## src/rtl/dmt_pkg.sv

```systemverilog
package dmt_pkg;

  typedef enum logic {
    SRC_APB = 1'b0,
    SRC_EXT = 1'b1
  } tick_src_e;

  typedef enum logic [1:0] {
    EV_NONE = 2'd0,
    EV_HIGH = 2'd1,
    EV_LOW  = 2'd2,
    EV_ZERO = 2'd3
  } ev_kind_e;

  localparam int unsigned NUM_CMP = 2;

endpackage

```

## src/rtl/dmt_tick_sel.sv

```systemverilog
module dmt_tick_sel
  import dmt_pkg::*;
(
  input  logic clk_sel_ext,
  input  logic apb_tick,
  input  logic ext_tick,
  output logic tick
);

  tick_src_e src;

  always_comb begin
    src  = tick_src_e'(clk_sel_ext);
    tick = (src == SRC_EXT) ? ext_tick : apb_tick;
  end

endmodule

```

## src/rtl/dmt_counter.sv

```systemverilog
module dmt_counter #(
  parameter int unsigned CNT_W = 32
) (
  input  logic             clk,
  input  logic             rst_n,
  input  logic             enable,
  input  logic             tick,
  input  logic             wr_count,
  input  logic             wr_reload,
  input  logic [CNT_W-1:0] wr_data,
  output logic [CNT_W-1:0] cnt_q,
  output logic [CNT_W-1:0] reload_q,
  output logic             run_q,
  output logic             step
);

  localparam logic [CNT_W-1:0] ZERO = '0;
  localparam logic [CNT_W-1:0] ONE  = CNT_W'(1);

  logic             en_q;
  logic             en_rise;
  logic             run;
  logic             reload_zero;
  logic             wrap;
  logic [CNT_W-1:0] cnt_d;

  function automatic logic [CNT_W-1:0] dec_or_wrap(
    input logic [CNT_W-1:0] cur,
    input logic [CNT_W-1:0] start
  );
    return (cur == ZERO) ? start : (cur - ONE);
  endfunction

  assign en_rise     = enable & ~en_q;
  assign run         = enable & en_q;
  assign reload_zero = (reload_q == ZERO);
  assign step        = run & tick & ~wr_count & ~reload_zero & (cnt_q != ZERO);
  assign wrap        = run & tick & ~wr_count & ~reload_zero & (cnt_q == ZERO);
  assign run_q       = en_q;

  always_comb begin
    cnt_d = cnt_q;
    if (en_rise) begin
      cnt_d = reload_q;
    end else if (run) begin
      if (reload_zero) begin
        cnt_d = wr_reload ? wr_data : ZERO;
      end else if (wr_count) begin
        cnt_d = wr_data;
      end else if (tick) begin
        cnt_d = dec_or_wrap(cnt_q, reload_q);
      end
    end
  end

  always_ff @(posedge clk or negedge rst_n) begin
    if (!rst_n) begin
      en_q     <= 1'b0;
      cnt_q    <= ZERO;
      reload_q <= ZERO;
    end else begin
      en_q  <= enable;
      cnt_q <= cnt_d;
      if (wr_reload) begin
        reload_q <= wr_data;
      end
    end
  end

  p_dec_r1: assert property (@(posedge clk) disable iff (!rst_n)
    step |=> (cnt_q == $past(cnt_q) - ONE));

  p_wrap_r1: assert property (@(posedge clk) disable iff (!rst_n)
    wrap |=> (cnt_q == $past(reload_q)));

  p_restart_r3: assert property (@(posedge clk) disable iff (!rst_n)
    en_rise |=> (cnt_q == $past(reload_q)));

  p_frozen_r3: assert property (@(posedge clk) disable iff (!rst_n)
    !enable |=> $stable(cnt_q));

  p_zero_hold_r11: assert property (@(posedge clk) disable iff (!rst_n)
    (run && reload_zero && !wr_reload) |=> (cnt_q == ZERO));

endmodule

```

## src/rtl/dmt_match_order.sv

```systemverilog
module dmt_match_order
  import dmt_pkg::*;
#(
  parameter int unsigned CNT_W = 32
) (
  input  logic             clk,
  input  logic             rst_n,
  input  logic             wr_match_a,
  input  logic             wr_match_b,
  input  logic [CNT_W-1:0] wr_data,
  input  logic [CNT_W-1:0] reload_q,
  input  logic [CNT_W-1:0] cnt_q,
  input  logic             step,
  input  logic             ovf_irq_en,
  output ev_kind_e         ev_kind,
  output logic             fire
);

  localparam logic [CNT_W-1:0] ZERO = '0;
  localparam logic [CNT_W-1:0] ONE  = CNT_W'(1);

  logic [NUM_CMP-1:0]            wr_cmp;
  logic [NUM_CMP-1:0][CNT_W-1:0] cmp_q;
  logic [NUM_CMP-1:0][CNT_W-1:0] cmp_eff;
  logic [NUM_CMP-1:0]            cmp_raw_zero;
  logic [CNT_W-1:0]              hi_eff;
  logic [CNT_W-1:0]              lo_eff;
  logic [CNT_W-1:0]              nxt;
  logic                          hi_hit;
  logic                          lo_hit;
  logic                          zero_hit;

  function automatic logic [CNT_W-1:0] collapse(
    input logic [CNT_W-1:0] m,
    input logic [CNT_W-1:0] start
  );
    return (m < start) ? m : ZERO;
  endfunction

  function automatic logic [CNT_W-1:0] larger(
    input logic [CNT_W-1:0] x,
    input logic [CNT_W-1:0] y
  );
    return (x > y) ? x : y;
  endfunction

  function automatic logic [CNT_W-1:0] smaller(
    input logic [CNT_W-1:0] x,
    input logic [CNT_W-1:0] y
  );
    return (x > y) ? y : x;
  endfunction

  assign wr_cmp = {wr_match_b, wr_match_a};

  for (genvar g = 0; g < NUM_CMP; g++) begin : g_cmp
    always_ff @(posedge clk or negedge rst_n) begin
      if (!rst_n) begin
        cmp_q[g] <= ZERO;
      end else if (wr_cmp[g]) begin
        cmp_q[g] <= wr_data;
      end
    end
    assign cmp_eff[g]      = collapse(cmp_q[g], reload_q);
    assign cmp_raw_zero[g] = (cmp_q[g] == ZERO);
  end

  assign hi_eff = larger(cmp_eff[0], cmp_eff[1]);
  assign lo_eff = smaller(cmp_eff[0], cmp_eff[1]);
  assign nxt    = cnt_q - ONE;

  assign hi_hit   = step & (hi_eff != ZERO) & (nxt == hi_eff);
  assign lo_hit   = step & (lo_eff != ZERO) & (lo_eff != hi_eff) & (nxt == lo_eff);
  assign zero_hit = step & (nxt == ZERO) & (ovf_irq_en | (|cmp_raw_zero));

  always_comb begin
    ev_kind = EV_NONE;
    if (hi_hit) begin
      ev_kind = EV_HIGH;
    end else if (lo_hit) begin
      ev_kind = EV_LOW;
    end else if (zero_hit) begin
      ev_kind = EV_ZERO;
    end
  end

  assign fire = (ev_kind != EV_NONE);

  p_single_kind_r5: assert property (@(posedge clk) disable iff (!rst_n)
    $onehot0({hi_hit, lo_hit, zero_hit}));

  p_idle_quiet_r7: assert property (@(posedge clk) disable iff (!rst_n)
    !step |-> !fire);

  p_zero_start_quiet_r11: assert property (@(posedge clk) disable iff (!rst_n)
    (reload_q == ZERO) |-> !fire);

endmodule

```

## src/rtl/dmt_irq_out.sv

```systemverilog
module dmt_irq_out (
  input  logic clk,
  input  logic rst_n,
  input  logic fire,
  output logic irq_level,
  output logic irq_set
);

  always_ff @(posedge clk or negedge rst_n) begin
    if (!rst_n) begin
      irq_level <= 1'b0;
      irq_set   <= 1'b0;
    end else begin
      irq_set <= fire;
      if (fire) begin
        irq_level <= ~irq_level;
      end
    end
  end

  p_toggle_r7: assert property (@(posedge clk) disable iff (!rst_n)
    irq_set |-> (irq_level != $past(irq_level)));

  p_steady_r7: assert property (@(posedge clk) disable iff (!rst_n)
    !irq_set |-> $stable(irq_level));

endmodule

```

## src/rtl/dmt_timer_channel.sv

```systemverilog
module dmt_timer_channel
  import dmt_pkg::*;
#(
  parameter int unsigned CNT_W = 32
) (
  input  logic             clk,
  input  logic             rst_n,
  input  logic             enable,
  input  logic             clk_sel_ext,
  input  logic             ovf_irq_en,
  input  logic             apb_tick,
  input  logic             ext_tick,
  input  logic             wr_count,
  input  logic             wr_reload,
  input  logic             wr_match_a,
  input  logic             wr_match_b,
  input  logic [CNT_W-1:0] wr_data,
  output logic [CNT_W-1:0] count,
  output logic             irq_level,
  output logic             irq_set
);

  logic             tick;
  logic [CNT_W-1:0] cnt_q;
  logic [CNT_W-1:0] reload_q;
  logic             run_q;
  logic             step;
  ev_kind_e         ev_kind;
  logic             fire;

  dmt_tick_sel u_tick_sel (
    .clk_sel_ext (clk_sel_ext),
    .apb_tick    (apb_tick),
    .ext_tick    (ext_tick),
    .tick        (tick)
  );

  dmt_counter #(.CNT_W(CNT_W)) u_counter (
    .clk       (clk),
    .rst_n     (rst_n),
    .enable    (enable),
    .tick      (tick),
    .wr_count  (wr_count),
    .wr_reload (wr_reload),
    .wr_data   (wr_data),
    .cnt_q     (cnt_q),
    .reload_q  (reload_q),
    .run_q     (run_q),
    .step      (step)
  );

  dmt_match_order #(.CNT_W(CNT_W)) u_match (
    .clk        (clk),
    .rst_n      (rst_n),
    .wr_match_a (wr_match_a),
    .wr_match_b (wr_match_b),
    .wr_data    (wr_data),
    .reload_q   (reload_q),
    .cnt_q      (cnt_q),
    .step       (step),
    .ovf_irq_en (ovf_irq_en),
    .ev_kind    (ev_kind),
    .fire       (fire)
  );

  dmt_irq_out u_irq (
    .clk       (clk),
    .rst_n     (rst_n),
    .fire      (fire),
    .irq_level (irq_level),
    .irq_set   (irq_set)
  );

  assign count = run_q ? cnt_q : reload_q;

  p_event_source_r7: assert property (@(posedge clk) disable iff (!rst_n)
    irq_set |-> $past(step));

endmodule

```

## config.mk

```make
export PLATFORM = sky130hd
export DESIGN_NAME = dmt_timer_channel
export DESIGN_NICKNAME = d
export VERILOG_FILES = /design/src/rtl/dmt_pkg.sv /design/src/rtl/dmt_tick_sel.sv /design/src/rtl/dmt_counter.sv /design/src/rtl/dmt_match_order.sv /design/src/rtl/dmt_irq_out.sv /design/src/rtl/dmt_timer_channel.sv
export SDC_FILE = /design/constraint.sdc
export NUM_CORES = 1
export LEC_CHECK = 0
export BUFFER_PORTS_ARGS = -buffer_cell sky130_fd_sc_hd__buf_4
export CAP_MARGIN = 25
export CORE_ASPECT_RATIO = 1.4
export CORE_MARGIN = 2
export CORE_UTILIZATION = 46
export CTS_CLUSTER_DIAMETER = 60
export CTS_CLUSTER_SIZE = 30
export DETAILED_ROUTE_END_ITERATION = 12
export PLACE_DENSITY = 0.69
export SLEW_MARGIN = 20
export SYNTH_ARGS = -nofsm -noshare
export SYNTH_HDL_FRONTEND = slang
export SYNTH_SLANG_ARGS = --single-unit
```

## constraint.sdc

```tcl
create_clock -name clk -period 7.6 [get_ports clk]
set_input_delay 1.14 -clock clk [delete_from_list [all_inputs] [get_ports clk]]
set_output_delay 1.14 -clock clk [all_outputs]
set_load 0.01 [all_outputs]
```

# [After elaboration in Yosys (flattened, before gate mapping)]
# Cells that the tools add are included.
[word_totals] register_bits=131 latch_bits=0 mem_bits_rw=0 mem_bits_ro=0 out_inout_bits=34 wordCells=61 n_memories=0
[classes] add_sub_neg=1 n_mul=0 div_mod_pow=0 magnitude_cmp=3 n_eq_ne=3 n_shift=0 mux=16 n_bitwise=18 n_reduce_logical=13
[op_table] cell="32-bit 2-to-1 mux" count=12
[op_table] cell="32-bit logical NOT" count=5
[op_table] cell="32-bit nonzero test" count=3
[op_table] cell="32-bit equality test" count=2
[op_table] cell="32-bit less-than comparator" count=2
[op_table] cell="32-bit greater-than comparator" count=1
[op_table] cell="32-bit inequality test" count=1
[op_table] cell="32-bit by 1-bit subtractor with 32-bit output, second input constant" count=1
[op_table] cell="1-bit AND" count=13
[op_table] cell="2-bit 2-to-1 mux" count=3
[op_table] cell="1-bit NOT" count=4
[op_table] cell="2-bit nonzero test" count=2
[op_table] cell="4-bit nonzero test" count=1
[op_table] cell="2-bit AND reduction" count=1
[op_table] cell="2-bit OR reduction" count=1
[op_table] cell="1-bit 2-to-1 mux" count=1
[op_table] cell="1-bit OR" count=1

# [Depth between registers and ports, before layout]
[depth] ltp_word=11 depth_mapped=27 depth_no_buf=22

# [Modules after synthesis]
# A second synthesis with hierarchy kept.
[unflattened] hier_cells=1294 area_unflattened_um2=11821.3
[by_module_without_submodules] module="dmt_match_order" instances=1 cells_per_inst=816 area_per_inst_um2=7153.1 seq_area_each_um2=1601.5
[by_module_without_submodules] module="dmt_counter" instances=1 cells_per_inst=438 area_per_inst_um2=4050.1 seq_area_each_um2=1626.6
[by_module_without_submodules] module="dmt_timer_channel" instances=1 cells_per_inst=36 area_per_inst_um2=544.3 seq_area_each_um2=0.0
[by_module_without_submodules] module="dmt_irq_out" instances=1 cells_per_inst=3 area_per_inst_um2=58.8 seq_area_each_um2=50.0
[by_module_without_submodules] module="dmt_tick_sel" instances=1 cells_per_inst=1 area_per_inst_um2=15.0 seq_area_each_um2=0.0

# [Worst setup path before layout]
# OpenSTA, ideal clock, no wires.
[synth_path] path_type="register to register" startpoint="register u_counter.reload_q[29]" endpoint="register u_irq.irq_level" arrival_ns=5.519 required_ns=7.476 setup_slack_ns=1.957 stages_incl_launch_ff=26 path_buffers=4 period_less_slack_ns=5.643 path_cell_list="dfrtp_1 > inv_1 > ha_1 > a21o_1 > a21oi_1 > nor2b_1 > a2111oi_1 > clkbuf_1 > clkbuf_1 > and3_1 > inv_1 > ha_1 > a21o_1 > a221o_1 > a221oi_1 > o21ai_0 > o21ai_1 > buf_2 > buf_2 > mux2i_1 > xnor2_1 > nand2_1 > nor4_1 > and3_1 > a31oi_1 > xnor2_1"
[synth_between] elab_chain_cells=11 word_cells_on_any_way=27 cone_classes="3 x order compare; 3 x eq/ne; 7 x mux; 10 x bitwise; 4 x reduce/logical"
[synth_lines] item="from (decl)" line="dmt_counter.sv:12" rtl="output logic [CNT_W-1:0] reload_q,"
[synth_lines] item="from (signal assigned)" line="dmt_counter.sv:65" rtl="reload_q <= wr_data;"
[synth_lines] item="32-bit less-than comparator" line="dmt_match_order.sv:37" rtl="return (m < start) ? m : ZERO;"
[synth_lines] item="32-bit 2-to-1 mux" line="dmt_match_order.sv:37"
[synth_lines] item="32-bit greater-than comparator" line="dmt_match_order.sv:44, dmt_match_order.sv:51"
[synth_lines] item="32-bit 2-to-1 mux" line="dmt_match_order.sv:51" rtl="return (x > y) ? y : x;"
[synth_lines] item="32-bit nonzero test" line="dmt_match_order.sv:73" rtl="assign lo_hit = step & (lo_eff != ZERO) & (lo_eff != hi_eff) & (nxt == lo_eff);"
[synth_lines] item="1-bit AND (3 in series)" line="dmt_match_order.sv:73"
[synth_lines] item="2-bit 2-to-1 mux" line="dmt_match_order.sv:80" rtl="end else if (lo_hit) begin"
[synth_lines] item="2-bit 2-to-1 mux *" line="dmt_match_order.sv:78" rtl="if (hi_hit) begin"
[synth_lines] item="2-bit nonzero test *" line="dmt_match_order.sv:87" rtl="assign fire = (ev_kind != EV_NONE);"
[synth_lines] item="to (signal assigned)" line="dmt_irq_out.sv:16" rtl="irq_level <= ~irq_level;"
[synth_lines] item="to (decl)" line="dmt_irq_out.sv:5" rtl="output logic irq_level,"
# Mark *: on every way between the ends. The rest lies on a longest branch, timed or not.
# A chain may end at the register's enable or synchronous reset.

# [Worst setup path after layout]
[layout_path] startpoint="register u_counter.reload_q[30]" endpoint="register u_irq.irq_level"
# Same word-level chain as after synthesis.

==> results.json <==
{
  "r2r-start": "u_counter.reload_q[30]",
  "chipHeight_um": 187.3,
  "power.internal_w": 0.001831,
  "track_usage": 0.3273,
  "ctsHtreeMaxLevel": 4,
  "diodes": 0,
  "io_buffers": 76,
  "final_area_mm2": 0.01250,
  "worstHoldPathType": "reg -> reg",
  "max_freq_mhz": 142.1,
  "hold_path_end": "u_irq.irq_level",
  "clock-skew-final_ns": 0.008547,
  "layout_common_cells": "nand2_1, o21ai_0, dfrtp_1, a21oi_1",
  "syn_area_per_cell_um2": 8.013,
  "drv_cap": 0,
  "drv_slew": 0,
  "cts_tree": "yes",
  "routed_wl_mm": 40.83,
  "end_kind": "flop",
  "min_from": "u_irq.irq_level",
  "tns_ns": 0,
  "dp_slack_ns": 0.4730,
  "cts_hold_buffers": 0,
  "timing.final.crit_period_ns": 7.039,
  "grt_max_degree": 99,
  "hold_violations": 0,
  "rsz0062_at_grt": "false",
  "power_frac_seq": 0.287,
  "ys_ff_latch": 131,
  "placed_area_mm2": 0.01187,
  "placementRows": 67,
  "swShare": 0.4120,
  "layout_commonest_cell": "nand2_1",
  "dieArea_mm2": 0.02528,
  "drc_errors": 0,
  "cp_max_fo": 27,
  "worst_ep_required_time_ns": 7.93,
  "pwr-share-clk": 0.285,
  "synth_edf_count": 0,
  "start_util": 0.4638,
  "clockBufferDepth": 2,
  "cts.sinks": 131,
  "yosysSeqAreaShare": 0.2969,
  "finalSetupViolCount": 0,
  "maxSlewHeadroom": 0.3629,
  "power_density_mw_per_mm2": 249.1,
  "n_fill_cell": 2314,
  "ff_latch_area_mm2": 0.003279,
  "regToRegSetupSlack_ns": 0.56,
  "drtIter0Drc": 1227,
  "syn_inst": 1378,
  "via_per_inst": 6.256,
  "worstMarginPinSlew_ns": 0.9557,
  "antenna_found_initial": 0,
  "cp-start-kind": "flop",
  "clk_pin_slew_ns": 0.06,
  "fin_nets": 1556,
  "grt_pass1_vias": 10240,
  "switchingPower_w": 0.001283,
  "async_flop_share": 1.000,
  "startpoint": "u_counter.reload_q[30]",
  "setup_slack_ns": 0.5605,
  "leakage_nw": 5.631,
  "ys_types": 57,
  "clock_latency_ns": 0.45,
  "hold_path_depth": 1,
  "multi_input_area_mm2": 0.007139,
  "combPwrFrac": 0.427,
  "vias": 10880,
  "outcome": "complete, no violations",
  "period_share": 0.9262,
  "cts_buffers": 17,
  "gp_congestion": 1.008,
  "io-pin-count": 77,
  "crit_type": "reg -> reg",
  "ys.flop_type": "dfrtp_1",
  "antenna_left": 0,
  "grt_pass1_wl_mm": 61.59,
  "dr.pass1.iters": 6,
  "synthesis.area_mm2": 0.01104,
  "arrival_ns": 7.37,
  "rr_endpoint": "u_irq.irq_level",
  "wl_per_cell_um": 23.48,
  "peakVddDrop_v": 0.0001947,
  "drive_above_1_share": 0.1267,
  "root_buffer": "clkbuf_16",
  "core_area_mm2": 0.02381,
  "r2r.worst_path.cells": 22,
  "fp.dieW_um": 134.9,
  "grt-ovfl-total": 0,
  "areaGrowthSynthToFinish_pct": 13.21,
  "syn_nets": 1518,
  "yosysWarnings": 0,
  "dp_hpwl_mm": 31.54
}
[layout make-up]
cell class / instances / share of cell area
multi-input cells: 1075 / 0.5711
flip-flops and latches: 131 / 0.2623
repair buffers: 94 / 0.05675
clock buffers: 20 / 0.03733
well taps: 310 / 0.03103
inverters: 97 / 0.02913
clock inverters: 12 / 0.01231
[sequential cells by signal, indices dropped and copies added, names as in the netlist]
register and flops:
u_irq.irq_set 1, u_counter.run_q 1, u_counter.cnt_q 32, u_counter.reload_q 32
u_irq.irq_level 1, u_match.cmp_q 64
[metrics by stage]
stage,cells,utilization,hold WS (ns),total power [W]
after floorplan,1378,-,0.5026,0.001760
after global placement,1707,0.4987,0.5182,0.002194
after detailed placement,1707,0.4987,0.5108,0.002202
after CTS,1739,0.5248,0.5213,0.003092
after global routing,1739,0.5251,0.5513,0.003271
final,1739,0.5251,0.5314,0.003113
[how the worst max path moves through the flow]
stage / end / slack, ns / cells past startpoint
6_report: u_irq.irq_level / 0.56 / 22
5_1_grt: u_irq.irq_level / 0.24 / 22
4_1_cts: u_irq.irq_level / 0.46 / 22
3_5_place_dp: u_irq.irq_level / 0.47 / 22
3_3_place_gp: u_irq.irq_level / 0.48 / 22
2_1_floorplan: u_irq.irq_level / 1.96 / 25
[power by group through the flow]
stage / combinational, W / clock, W / sequential [W]
floorplan: 0.000913 / 0 / 0.000847
global placement: 0.00129 / 0 / 0.000900
detailed placement: 0.00130 / 0 / 0.000902
CTS: 0.00131 / 0.000896 / 0.000889
global route: 0.00145 / 0.000924 / 0.000901
finish: 0.00133 / 0.000888 / 0.000895
[worst max-delay path, stage by stage, from the launching register on]
cell and delay, ns:
dfrtp_1 0.47, inv_1 0.15, ha_1 0.35, nand4_1 0.22
nor4_2 0.66, nor3b_1 0.34, a22o_1 0.17, buf_4 0.29
nor3_1 0.16, ha_1 0.37, and4_1 0.24, nand4_1 0.20
nor4_1 0.60, nand3_1 0.39, o21ai_4 0.40, buf_4 0.34
mux2i_1 0.39, xor2_1 0.20, nand4_1 0.11, nor4_1 0.44
a31o_1 0.21, a31oi_1 0.05, xnor2_1 0.14
[cell usage after synthesis (4+ instances only)]
master | instances | area share
inv_1 | 97 | 0.033
nor3_1 | 44 | 0.020
nor2b_1 | 4 | 0.0023
o21a_1 | 5 | 0.0034
mux2_2 | 42 | 0.043
o21ai_0 | 132 | 0.060
nand4_1 | 34 | 0.019
xor2_1 | 39 | 0.031
and2_1 | 4 | 0.0023
ha_1 | 97 | 0.11
a21oi_1 | 101 | 0.046
a21o_1 | 12 | 0.0082
a211oi_1 | 9 | 0.0061
buf_1 | 8 | 0.0027
buf_2 | 6 | 0.0027
clkbuf_1 | 60 | 0.020
mux2i_1 | 39 | 0.035
and4_1 | 4 | 0.0032
dfrtp_1 | 131 | 0.30
nand3b_1 | 6 | 0.0041
nand3_1 | 32 | 0.015
o31ai_1 | 25 | 0.017
and3_1 | 26 | 0.015
nor4_1 | 36 | 0.020
or4_1 | 5 | 0.0034
nor2_1 | 28 | 0.0095
nand2_1 | 227 | 0.077
a21boi_0 | 25 | 0.017
xnor2_1 | 56 | 0.044
[cell families after synthesis]
kind of cell,after synthesis,share of synthesized area
simple gates,467,0.2042
compound gates,335,0.1760
buf+inv,172,0.05949
flops,131,0.2969
fa+ha+maj,97,0.1099
xor+xnor,95,0.07535
mux,81,0.07819
[per-layer routing]
| metal | GRT usage | share of wire |
|---|---|---|
| met5 | 0 | 0 |
| met4 | 0.1795 | 0.058 |
| met3 | 0.07182 | 0.083 |
| met2 | 0.4908 | 0.45 |
| met1 | 0.4369 | 0.41 |
[timing repair]
item | CTS | global route
buffers inserted | 0 | 0
gates resized for setup | 0 | 1
setup endpoints to repair | 0 | 1
Power figures use the tool's default switching activity.
